===== config.mk =====
export PLATFORM = sky130hd
export DESIGN_NAME = dma_urgent_arb
export DESIGN_NICKNAME = d
export VERILOG_FILES = /design/src/rtl/dma_arb_pkg.sv /design/src/rtl/dma_arb_pick.sv /design/src/rtl/dma_arb_mem_rr.sv /design/src/rtl/dma_urgent_arb.sv
export SDC_FILE = /design/constraint.sdc
export NUM_CORES = 1
export LEC_CHECK = 0
export CAP_MARGIN = 5
export CORE_MARGIN = 8
export CORE_UTILIZATION = 51
export DETAILED_ROUTE_END_ITERATION = 12
export PLACE_DENSITY = 0.78
export SLEW_MARGIN = 40
export SYNTH_ARGS = -nofsm -noshare
export SYNTH_HDL_FRONTEND = slang
export SYNTH_HIERARCHICAL = 1
export SYNTH_SLANG_ARGS = --single-unit

===== constraint.sdc =====
create_clock -name clk -period 12.54 [get_ports clk]
set_clock_uncertainty 0.1 [all_clocks]
set_input_delay 1.881 -clock clk [delete_from_list [all_inputs] [get_ports clk]]
set_output_delay 1.881 -clock clk [all_outputs]
set_load 0.02 [all_outputs]

===== src/rtl/dma_arb_pkg.sv =====
package dma_arb_pkg;
  localparam int URGENT_PENALTY = 32;

  // effective static priority of one peripheral requester (lower wins)
  function automatic int eff_prio(input int idx, input logic urg, input logic any_urg);
    return idx + ((any_urg && !urg) ? URGENT_PENALTY : 0);
  endfunction

  // true when the requester lost its class because of a pending urgent request
  function automatic logic demoted(input int idx, input logic urg, input logic any_urg);
    return eff_prio(idx, urg, any_urg) >= URGENT_PENALTY;
  endfunction
endpackage


===== src/rtl/dma_arb_pick.sv =====
module dma_arb_pick
  import dma_arb_pkg::*;
#(
  parameter int NCH = 8,
  parameter int IW  = 4
) (
  input  logic [NCH-1:0] req,
  input  logic [NCH-1:0] urg,
  input  logic [NCH-1:0] dir,
  input  logic           last_dir,
  output logic           pick_valid,
  output logic           any_urg,
  output logic [IW-1:0]  pick_idx
);
  localparam int KW = IW + 2;

  logic [KW-1:0] best_key;
  logic [KW-1:0] key;

  always_comb begin
    any_urg    = |(req & urg);
    pick_valid = |req;
    pick_idx   = '0;
    best_key   = '1;
    key        = '1;
    for (int i = 0; i < NCH; i++) begin
      if (req[i]) begin
        // class first, then direction match, then static index
        key = {demoted(i, urg[i], any_urg), dir[i] != last_dir, IW'(i)};
        if (key < best_key) begin
          best_key = key;
          pick_idx = IW'(i);
        end
      end
    end
  end

  initial begin
    assert (NCH <= URGENT_PENALTY) else $error("NCH exceeds urgent penalty");
  end
endmodule


===== src/rtl/dma_arb_mem_rr.sv =====
module dma_arb_mem_rr #(
  parameter int PW = 8
) (
  input  logic          clk,
  input  logic          rst_n,
  input  logic [1:0]    ms_req,
  input  logic          fire,
  input  logic [PW-1:0] period,
  output logic          ms_valid,
  output logic          ms_sel
);
  logic          holder_q;
  logic [PW-1:0] cnt_q;
  logic [PW-1:0] per_q;
  logic          per_changed;
  logic          holder_won;

  assign per_changed = (period != per_q);
  assign ms_valid    = |ms_req;

  always_comb begin
    if (period == '0) ms_sel = ms_req[0] ? 1'b0 : 1'b1;
    else              ms_sel = ms_req[holder_q] ? holder_q : ~holder_q;
  end

  assign holder_won = fire && ms_valid && (period != '0) && (ms_sel == holder_q);

  always_ff @(posedge clk) begin
    if (!rst_n) begin
      holder_q <= 1'b0;
      cnt_q    <= '0;
      per_q    <= '0;
    end else if (per_changed) begin
      per_q    <= period;
      holder_q <= 1'b0;
      cnt_q    <= '0;
    end else if (holder_won) begin
      if (cnt_q == period - 1'b1) begin
        holder_q <= ~holder_q;
        cnt_q    <= '0;
      end else begin
        cnt_q <= cnt_q + 1'b1;
      end
    end
  end

  // the hand-off count never reaches the period
  a_r9_cnt_bound: assert property (@(posedge clk) disable iff (!rst_n)
    (period != '0 && !per_changed) |-> cnt_q < period);
  // a period change clears the count and returns precedence to stream 0
  a_r11_period_clear: assert property (@(posedge clk) disable iff (!rst_n)
    per_changed |=> (cnt_q == '0 && holder_q == 1'b0));
  // a grant to the stream not holding precedence leaves the count alone
  a_r10_no_advance: assert property (@(posedge clk) disable iff (!rst_n)
    (fire && ms_valid && !per_changed && ms_sel != holder_q) |=> $stable(cnt_q));
endmodule


===== src/rtl/dma_urgent_arb.sv =====
module dma_urgent_arb #(
  parameter int NCH = 8,
  parameter int PW  = 8,
  parameter int IW  = $clog2(NCH + 2)
) (
  input  logic            clk,
  input  logic            rst_n,
  input  logic [NCH-1:0]  ch_req,
  input  logic [NCH-1:0]  ch_urgent,
  input  logic [NCH-1:0]  ch_dir,
  input  logic [1:0]      ms_req,
  input  logic [PW-1:0]   rr_period,
  output logic            gnt_valid,
  output logic [NCH+1:0]  gnt_onehot,
  output logic [IW-1:0]   gnt_idx,
  output logic            gnt_expedite
);
  localparam int GW = NCH + 2;

  function automatic logic [GW-1:0] to_onehot(input logic [IW-1:0] idx);
    logic [GW-1:0] v;
    v = '0;
    v[idx] = 1'b1;
    return v;
  endfunction

  logic          last_dir_q;
  logic          pick_valid, any_urg;
  logic [IW-1:0] pick_idx;
  logic          ms_valid, ms_sel;
  logic          nxt_valid;
  logic [IW-1:0] nxt_idx;

  dma_arb_pick #(.NCH(NCH), .IW(IW)) u_pick (
    .req(ch_req), .urg(ch_urgent), .dir(ch_dir), .last_dir(last_dir_q),
    .pick_valid(pick_valid), .any_urg(any_urg), .pick_idx(pick_idx)
  );

  dma_arb_mem_rr #(.PW(PW)) u_mem_rr (
    .clk(clk), .rst_n(rst_n), .ms_req(ms_req), .fire(!pick_valid),
    .period(rr_period), .ms_valid(ms_valid), .ms_sel(ms_sel)
  );

  always_comb begin
    nxt_valid = pick_valid | ms_valid;
    if (pick_valid)    nxt_idx = pick_idx;
    else if (ms_valid) nxt_idx = IW'(NCH) + IW'(ms_sel);
    else               nxt_idx = '0;
  end

  always_ff @(posedge clk) begin
    if (!rst_n) begin
      gnt_valid    <= 1'b0;
      gnt_onehot   <= '0;
      gnt_idx      <= '0;
      gnt_expedite <= 1'b0;
      last_dir_q   <= 1'b0;
    end else begin
      gnt_valid    <= nxt_valid;
      gnt_onehot   <= nxt_valid ? to_onehot(nxt_idx) : '0;
      gnt_idx      <= nxt_idx;
      gnt_expedite <= pick_valid & any_urg;
      if (pick_valid) last_dir_q <= ch_dir[pick_idx];
    end
  end

  // assertion helpers: what the requesters showed at the previous edge
  logic [NCH-1:0] req_seen_q, urg_seen_q;
  logic [1:0]     ms_seen_q;
  always_ff @(posedge clk) begin
    if (!rst_n) begin
      req_seen_q <= '0;
      urg_seen_q <= '0;
      ms_seen_q  <= '0;
    end else begin
      req_seen_q <= ch_req;
      urg_seen_q <= ch_req & ch_urgent;
      ms_seen_q  <= ms_req;
    end
  end


  a_r1_onehot: assert property (@(posedge clk) disable iff (!rst_n)
    $onehot0(gnt_onehot) && (gnt_valid == (gnt_onehot != '0)));

  a_r2_idle: assert property (@(posedge clk) disable iff (!rst_n)
    (req_seen_q == '0 && ms_seen_q == '0) |-> !gnt_valid && !gnt_expedite);

  a_r3_urgent_only: assert property (@(posedge clk) disable iff (!rst_n)
    (gnt_valid && urg_seen_q != '0) |-> (gnt_idx < IW'(NCH) && urg_seen_q[gnt_idx[$clog2(NCH)-1:0]]));

  a_r6_expedite: assert property (@(posedge clk) disable iff (!rst_n)
    gnt_expedite == (urg_seen_q != '0));

  a_r7_streams_below: assert property (@(posedge clk) disable iff (!rst_n)
    (gnt_valid && gnt_idx >= IW'(NCH)) |-> req_seen_q == '0);
endmodule


# Word-level counts from Yosys, hierarchy flattened

Index checks and enable logic that the tools add are counted.

Reduce and logical (&&, ||, !) cells: 29
Multiplexer cells: 48
Shift-type cells: 0
Bitwise logic cells: 5
Multipliers: 0
Div/mod/pow operators: 0
$add $sub $neg: 10
Magnitude comparators: 20
Eq/ne operators: 11

Operator list:

| operator                                                           | count |
|---|---|
| greater-or-equal comparator 32 x 7 -> 1 bit, second input constant | 8 |
| two-way mux 6 bit                                                  | 22 |
| adder 4 x 32 -> 32 bit, first input constant                       | 4 |
| adder 3 x 32 -> 32 bit, first input constant                       | 2 |
| two-way mux 4 bit                                                  | 15 |
| less-than comparator 6 bit                                         | 7 |
| adder 2 x 32 -> 32 bit, first input constant                       | 1 |
| OR reduction 8 bit                                                 | 2 |
| logical AND 1 bit                                                  | 12 |
| zero test 1 bit                                                    | 9 |
| adder 8 x 1 -> 8 bit, second input constant                        | 1 |
| AND 8 bit                                                          | 1 |
| == test 8 bit                                                      | 1 |
| zero test 8 bit                                                    | 1 |
| two-way mux 1 bit                                                  | 8 |
| two-way mux 8 bit                                                  | 1 |
| != test 1 bit                                                      | 8 |
| != test 8 bit                                                      | 1 |
| nonzero test 8 bit                                                 | 1 |
| subtractor 8 x 1 -> 8 bit, second input constant                   | 1 |
| less-than comparator 6 bit, second input constant                  | 1 |
| less-than comparator 4 x 5 -> 1 bit, second input constant         | 1 |
| adder 4 x 1 -> 4 bit, first input constant                         | 1 |
| demux 1 bit (select 4 bit)                                         | 1 |
| 10 further kinds                                                   | 13 |

Input bits: 36
Memories kept: 0
Bits in registers: 34
Bits in read-only memories: 0
Memory bits (writable): 0
Word-level logic and storage cells: 131
Bits in latches: 0
Output and inout bits: 16

# Logic depth before layout (Yosys ltp)

Gate-level depths: netlist of run 1.

Depth in word-level cells: 34
Gate-level depth with buffers: 42
Depth with buffers taken out: 40

# Modules after synthesis

The synthesis of run 1 kept the hierarchy.

By module, submodules not included:

| module         | sequential area each (um^2) | area each (um^2) | cells an instance | times used |
|---|---|---|---|---|
| dma_arb_mem_rr | 340.3                       | 1051.0           | 119               | 1 |
| dma_arb_pick   | 0.0                         | 1018.5           | 138               | 1 |
| dma_urgent_arb | 340.3                       | 609.3            | 61                | 1 |

# Least setup slack after synthesis of run 1

Ideal clock, no wire load.

Path type: input port to flip-flop
From: input port ch_req[4]
To: register last_dir_q
Library setup time: 120 ps
Buffers on the path: 3
Path slack: 2633 ps
Data required time: 12320 ps
Stages: 40
Arrival time: 9687 ps
Path through: buf_2 a22oi_1 and4_1 buf_2 o21a_1 ha_1 and2_1 nor3_2 mux2i_1 ha_1 or2_1 a21oi_1 or2_1 o22ai_2 ha_1 nor2b_2 a211oi_1 a21oi_1 [... 4 more ...] a21oi_2 or3_1 a41oi_2 a21o_1 o21ai_1 ha_1 a211oi_1 a21boi_1 a21oi_1 a22oi_1 ha_1 o21a_1 o21ai_0 a31o_1 buf_6 mux4_2 and3_1 o31a_1

Word-level cells in the longest chain between the ends: 31
Elaborated cells between the ends (all ways): 72
Those cells by class: 7 x add/sub; 16 x order compare; 38 x mux; 1 x bitwise; 10 x reduce/logical

Ends and longest elaborated chain:

| what                                                                            | RTL line             | RTL |
|---|---|---|
| start: declaration                                                              | dma_urgent_arb.sv:8  | `input logic [NCH-1:0] ch_req,` |
| parallel branches: the longest is 28 deep, another holds adder 2 x 32 -> 32 bit | n/a                  |  |
| two-way mux 4 bit (*)                                                           | dma_arb_pick.sv:27   | `if (req[i]) begin` |
| net pick_idx[0]                                                                 | dma_urgent_arb.sv:29 | `logic [IW-1:0] pick_idx;` |
| binary-select mux 1 bit (select 3 bit) (*)                                      | dma_urgent_arb.sv:63 | `if (pick_valid) last_dir_q <= ch_dir[pick_idx];` |
| two-way mux 1 bit (implied by the code) (*)                                     | dma_urgent_arb.sv:63 |  |
| end signal: assignment                                                          | dma_urgent_arb.sv:63 |  |
| end: declaration                                                                | dma_urgent_arb.sv:27 | `logic last_dir_q;` |

Mark *: on every way through the listed nets, which the timed path passes. The select of a mux whose other input is x is not followed.
A chain may end at the register's enable or synchronous reset.

# Worst setup path in the final report of run 1

From: input port ch_req[0]
To: register last_dir_q

Same word-level chain as after synthesis.

==> results of run 1 <==
## area by class of cell
type / instances / share of cell area (%)
multi-input combinational: 263 / 57.3
timing repair buffer: 51 / 15.4
clock inverter: 3 / 0.643
inverter: 12 / 1.36
sequential: 34 / 20.6
clock buffer: 5 / 2.08
tap: 70 / 2.65
## cell usage in the layout, fill, tap and decap left out, types with 3 or more instances in the layout
cell,synthesis,final
clkdlybuf4s50_1,0,51
dfxtp_1,34,34
nor2_1,26,26
nand2_1,22,22
xor2_1,20,20
ha_1,18,18
nand2b_1,13,13
inv_1,11,11
nand3_1,11,11
a21oi_1,11,11
o21ai_0,10,10
and2_1,10,10
and3_1,9,9
nor3_1,8,8
xnor2_1,8,8
nand4_1,6,6
nor2b_1,5,5
o21a_1,5,5
clkbuf_8,0,5
a31oi_1,5,5
a22oi_1,5,5
nand3b_1,4,4
mux2i_1,3,3
nand4b_1,3,3
nor4_1,3,3
a211oi_1,3,3
## state kept, by name (all words and copies together) (netlist names)
register and count:
u_mem_rr/holder_q 1, u_mem_rr/per_q 8, last_dir_q 1, gnt_expedite 1, gnt_valid 1, u_mem_rr/cnt_q 8
gnt_onehot 10, gnt_idx 4
## stage by stage
| stage | power [uW] | setup slack [ns] | cells | hold WS (ns) | instance area (um2) |
|---|---|---|---|---|---|
| global placement | 415 | 1.49 | 430 | 0.409 | 3220 |
| CTS | 503 | 1.51 | 438 | 0.429 | 3310 |
| floorplan | 348 | 2.63 | 318 | 0.381 | 2680 |
| finish | 501 | 1.40 | 438 | 0.424 | 3310 |
| detailed placement | 420 | 1.21 | 430 | 0.418 | 3220 |
| global route | 544 | 0.662 | 438 | 0.460 | 3310 |
## cells by family (layout without fill, tap and decap cells)
kind of cell	Yosys count	in the layout	synth area share, %
compound gates	72	72	21.1
xor+xnor	28	28	9.15
fa+ha+maj	18	18	8.41
buf+inv	21	71	3.83
flops	34	34	25.4
mux	5	5	2.38
other cells	1	1	0.140
simple gates	139	139	29.6
## worst reg2reg max path, delay by kind of cell (launching register included)
kind	cells	cell delay, ns
AO/OA/AOI/OAI	18	3.79
AND/OR/NAND/NOR	9	1.76
adder cells (fa/ha/maj)	6	1.44
multiplexers	2	0.91
flip-flops	1	0.61
XOR/XNOR	1	0.17
buffers and inverters	2	0.16
## report_power, final
group	total (uW)	internal, uW	switching [uW]	leakage, uW
combinational	291	130	161	0.000983
sequential	130	122	8.09	0.000279
clock	79.9	38.9	40.9	0.0000441
## worst paths after layout
| check | start | to | slack [ns] |
|---|---|---|---|
| worst max-delay path | ch_req[0] | last_dir_q | 1.40 |
| worst min-delay path | u_mem_rr/cnt_q[1] | u_mem_rr/cnt_q[1] | 0.42 |
| worst max register to register | last_dir_q | last_dir_q | 3.52 |
| worst min register to register | u_mem_rr/cnt_q[1] | u_mem_rr/cnt_q[1] | 0.42 |
## per-layer routing
metal	GRT usage (%)	part of all wire, %	vias to the layer above
li1	-	-	1249
met1	21.9	44	1163
met2	31.4	48	82
met3	4.74	6.4	8
met4	5.68	1.3	0
met5	0	0	-
==> run metrics, run 1 <==
status=finished clean; Final Hold Vio Count=0; Antenna Nets Post-Route=0; top cell type's share of synthesized area=25.4%; most used cell, CP=ha_1; cell row count=26; worst min path class=reg -> reg; CP arrival=11.22 ns; Max VDD drop=134 uV; Post-CTS Resized=0; core outline area=5070 um2; Crit path buffers/inverters=2; chip width=88.5 um; wire per inst=15.4 um; fill count=446; Slew Viols, Final=0; cell count of the worst reg-to-reg path=38; Clock transition at path regs=0.07 ns; Final Util=65.2%; Max Buffers Root-to-Sink=2; post-synth cell types=74; Setup Crit Path Kind=in -> reg; Root Buffer=clkbuf_8; detailed-route vias per instance=5.71; initial core utilization=52.8%; YS warnings=6; CP required=12.62 ns; final setup violation count=0; DRT iter0 DRCs=144; final RePlAce weighted congestion=0.920; commonest cells in the synthesized netlist=34 x dfxtp_1, 26 x nor2_1, 22 x nand2_1; top cells by area, synth=dfxtp_1 25%, ha_1 8.4%, xor2_1 6.5%; number of synthesized flops with an enable pin=0; Synth area leader=dfxtp_1; Top FF cell, synth=dfxtp_1; clock buffer count from CTS=5; Sink Count=34; #FFs+latches synth=34; CP max stage delay=0.68 ns; most common cell in the netlist=dfxtp_1; Initial DRT Pass Iterations=4; layout cells sized above 1=9.51%; Critical Path Fanout Max=10; Post-Syn Nets=372; largest net degree at the start of global routing=18; I/O Buffers=51; PD cells=151 nW/um2; Final min period=11.14 ns; leakage=0.00131 uW; crit end category=register; Max Cap Viol=0; Fin Setup TNS=0 ns; fraction of the cycle the final worst path needs=88.8%; WP depth=39; routed vias=2502; RSZ-0062 raised after global routing=false; multi-input combinational cell area=1900 um2; Area Growth Syn to Fin=23.5%; Slew HR=66.1%; vias in the first global route=2469; FFs w/ async S/R, synth=0%; Register Area=681 um2; crit-path leading delay family=compound AO/OA/AOI/OAI gates; Post-CTS Hold Fix Bufs=0; # DRC=0; measured slew at the worst slew-check pin=0.505 ns; sequential share of the synthesized area=25.4%; Die H=88.5 um; Setup Fix Bufs, Post-CTS=0; io pins=52; gr usage total=18.4%; Post-Synthesis Cells=318; drt total wl=6770 um; Fmax achieved=89.8 MHz; first-pass GRT wire length=11500 um; Diodes inserted=0; initial antenna violation count=0; total gr overflow=0; Cell Area, Synth=2680 um2; die area=7830 um2; clk_lat worst skew=0.29 ns; htree depth=2; final net count=421; Setup crit start kind=input pin; DP HPWL=5360 um; CTS tree=done; Syn Area/Cell=8.42 um2; hold path depth=2; Slowest cell on crit path=clkdlybuf4s50_1
Power figures use the tool's default switching activity.
==> run 2, diff against run 1 <==
--- a/config.mk
+++ b/config.mk
@@ -6,8 +6,10 @@
 export NUM_CORES = 1
 export LEC_CHECK = 0
 export CAP_MARGIN = 5
-export CORE_MARGIN = 8
+export CORE_MARGIN = 1
 export CORE_UTILIZATION = 51
+export CTS_CLUSTER_DIAMETER = 60
+export CTS_CLUSTER_SIZE = 24
 export DETAILED_ROUTE_END_ITERATION = 12
 export PLACE_DENSITY = 0.78
 export SLEW_MARGIN = 40
==> run 2 against run 1 <==
  * Die area fell by 29%
  * Critical path depth fell by 1
  * Cell count did not move
  * Setup slack got worse by 0.053 ns
  * Clock-buffer cell count did not move
  * Total power rose by 4.6%
  * Highest routed layer unchanged
==> run metrics, run 2 (synthesis results as in run 1) <==
Post-CTS Hold Fix Bufs=0; Slowest cell on crit path=clkdlybuf4s50_1; status=finished clean; area post-placement=3220 um2; vias in the first global route=2306; final setup violation count=0; Total Power=524 uW; Fmax achieved=89.4 MHz; fraction of the cycle the final worst path needs=89.2%; htree depth=2; Final Util=65.7%; Crit path buffers/inverters=1; CTS tree=done; Setup Fix Bufs, Post-CTS=0; Final Cell Area=3330 um2; Setup crit start kind=input pin; measured slew at the worst slew-check pin=0.491 ns; post-place setup slack=1.11 ns; Sink Count=34; Diodes inserted=0; worst min path class=reg -> reg; Largest regs=gnt_onehot (10), u_mem_rr/cnt_q (8), u_mem_rr/per_q (8); final net count=421; # DRC=0; PD cells=157 nW/um2; Root Buffer=clkbuf_8; Setup Crit Path Kind=in -> reg; Max Buffers Root-to-Sink=2; Fin Setup TNS=0 ns; detailed-route vias per instance=5.72; initial core utilization=52.8%; chip width=74.5 um; first-pass GRT wire length=10500 um; DRT iter0 DRCs=93; Die H=74.5 um; Max Cap Viol=0; wire per inst=14.8 um; Critical Path Fanout Max=10; Antenna Nets Post-Route=0; cell row count=26; initial antenna violation count=0; Most flops, register=gnt_onehot; total gr overflow=0; layout cells sized above 1=9.51%; Max VDD drop=107 uV; Slew Viols, Final=0; CP required=12.62 ns; crit end category=register; commonest non-fill, non-tap cells in the layout=51 x clkdlybuf4s50_1, 34 x dfxtp_1, 26 x nor2_1; max reg flops=10; clock buffer count from CTS=5; core outline area=5070 um2; crit-path leading delay family=compound AO/OA/AOI/OAI gates; DP HPWL=5160 um; largest net degree at the start of global routing=18; die area=5550 um2; Final min period=11.19 ns; setup ws final=1.35 ns; I/O Buffers=51; Slew HR=67.1%; RSZ-0062 raised after global routing=false; routed vias=2506; leakage=0.00131 uW; gr usage total=24.7%; Post-CTS Resized=0; io pins=52; Final Hold Vio Count=0; drt total wl=6500 um; CP arrival=11.27 ns; clk_lat worst skew=0.29 ns; most used cell, CP=ha_1; Clock transition at path regs=0.07 ns; most common cell after layout, fill and taps aside=clkdlybuf4s50_1; Initial DRT Pass Iterations=4; Area Growth Syn to Fin=24.4%; final RePlAce weighted congestion=0.986; CP max stage delay=0.71 ns
## run 2: area by class of cell
type                    instances  area, um2
fillers                       443       1740
multi-input cells             263       1900
flip-flops and latches         34        681
clock inverters                 3       45.0
well taps                      70       87.6
clock buffers                   5       68.8
repair buffers                 51        510
inverters                      12       45.0
## run 2: worst min-delay path, stage by stage (launching register included)
cell     delay (ns)
dfxtp_1        0.35
nand2_1        0.08
a21oi_1        0.05
## run 2: per-layer routing
| metal | track usage, % | wire [um] |
|---|---|---|
| met2 | 41.3 | 3130 |
| met4 | 7.55 | 126 |
| met5 | 0 | 0 |
| met3 | 6.10 | 398 |
| met1 | 31.3 | 2840 |
## run 2: worst paths after layout
kind                     start           endpoint  slack, ns  cells after the start
min          u_mem_rr/cnt_q[1]  u_mem_rr/cnt_q[1]       0.43                      2
max reg2reg         last_dir_q         last_dir_q       3.50                     37
max                  ch_req[0]         last_dir_q       1.35                     38
min reg2reg  u_mem_rr/cnt_q[1]  u_mem_rr/cnt_q[1]       0.43                      2
## run 2: stage by stage
step / std cells / hold slack [ns]
floorplan: 318 / 0.381
global placement: 430 / 0.402
detailed placement: 430 / 0.416
CTS: 438 / 0.427
global route: 438 / 0.472
finish: 438 / 0.429
## run 2: report_power, final
| part | switching [uW] | leakage [uW] | internal, uW | total (uW) |
|---|---|---|---|---|
| combinational | 163 | 0.000983 | 130 | 293 |
| clock | 41.6 | 0.0000504 | 59.1 | 101 |
| sequential | 8.69 | 0.000279 | 122 | 130 |
==> run 3, diff against run 2 <==
--- a/config.mk
+++ b/config.mk
@@ -17,3 +17,4 @@
 export SYNTH_HDL_FRONTEND = slang
 export SYNTH_HIERARCHICAL = 1
 export SYNTH_SLANG_ARGS = --single-unit
+export TNS_END_PERCENT = 20
==> results of run 3 <==
Same layout as run 2: the final DEF is identical, and so are final timing and power.
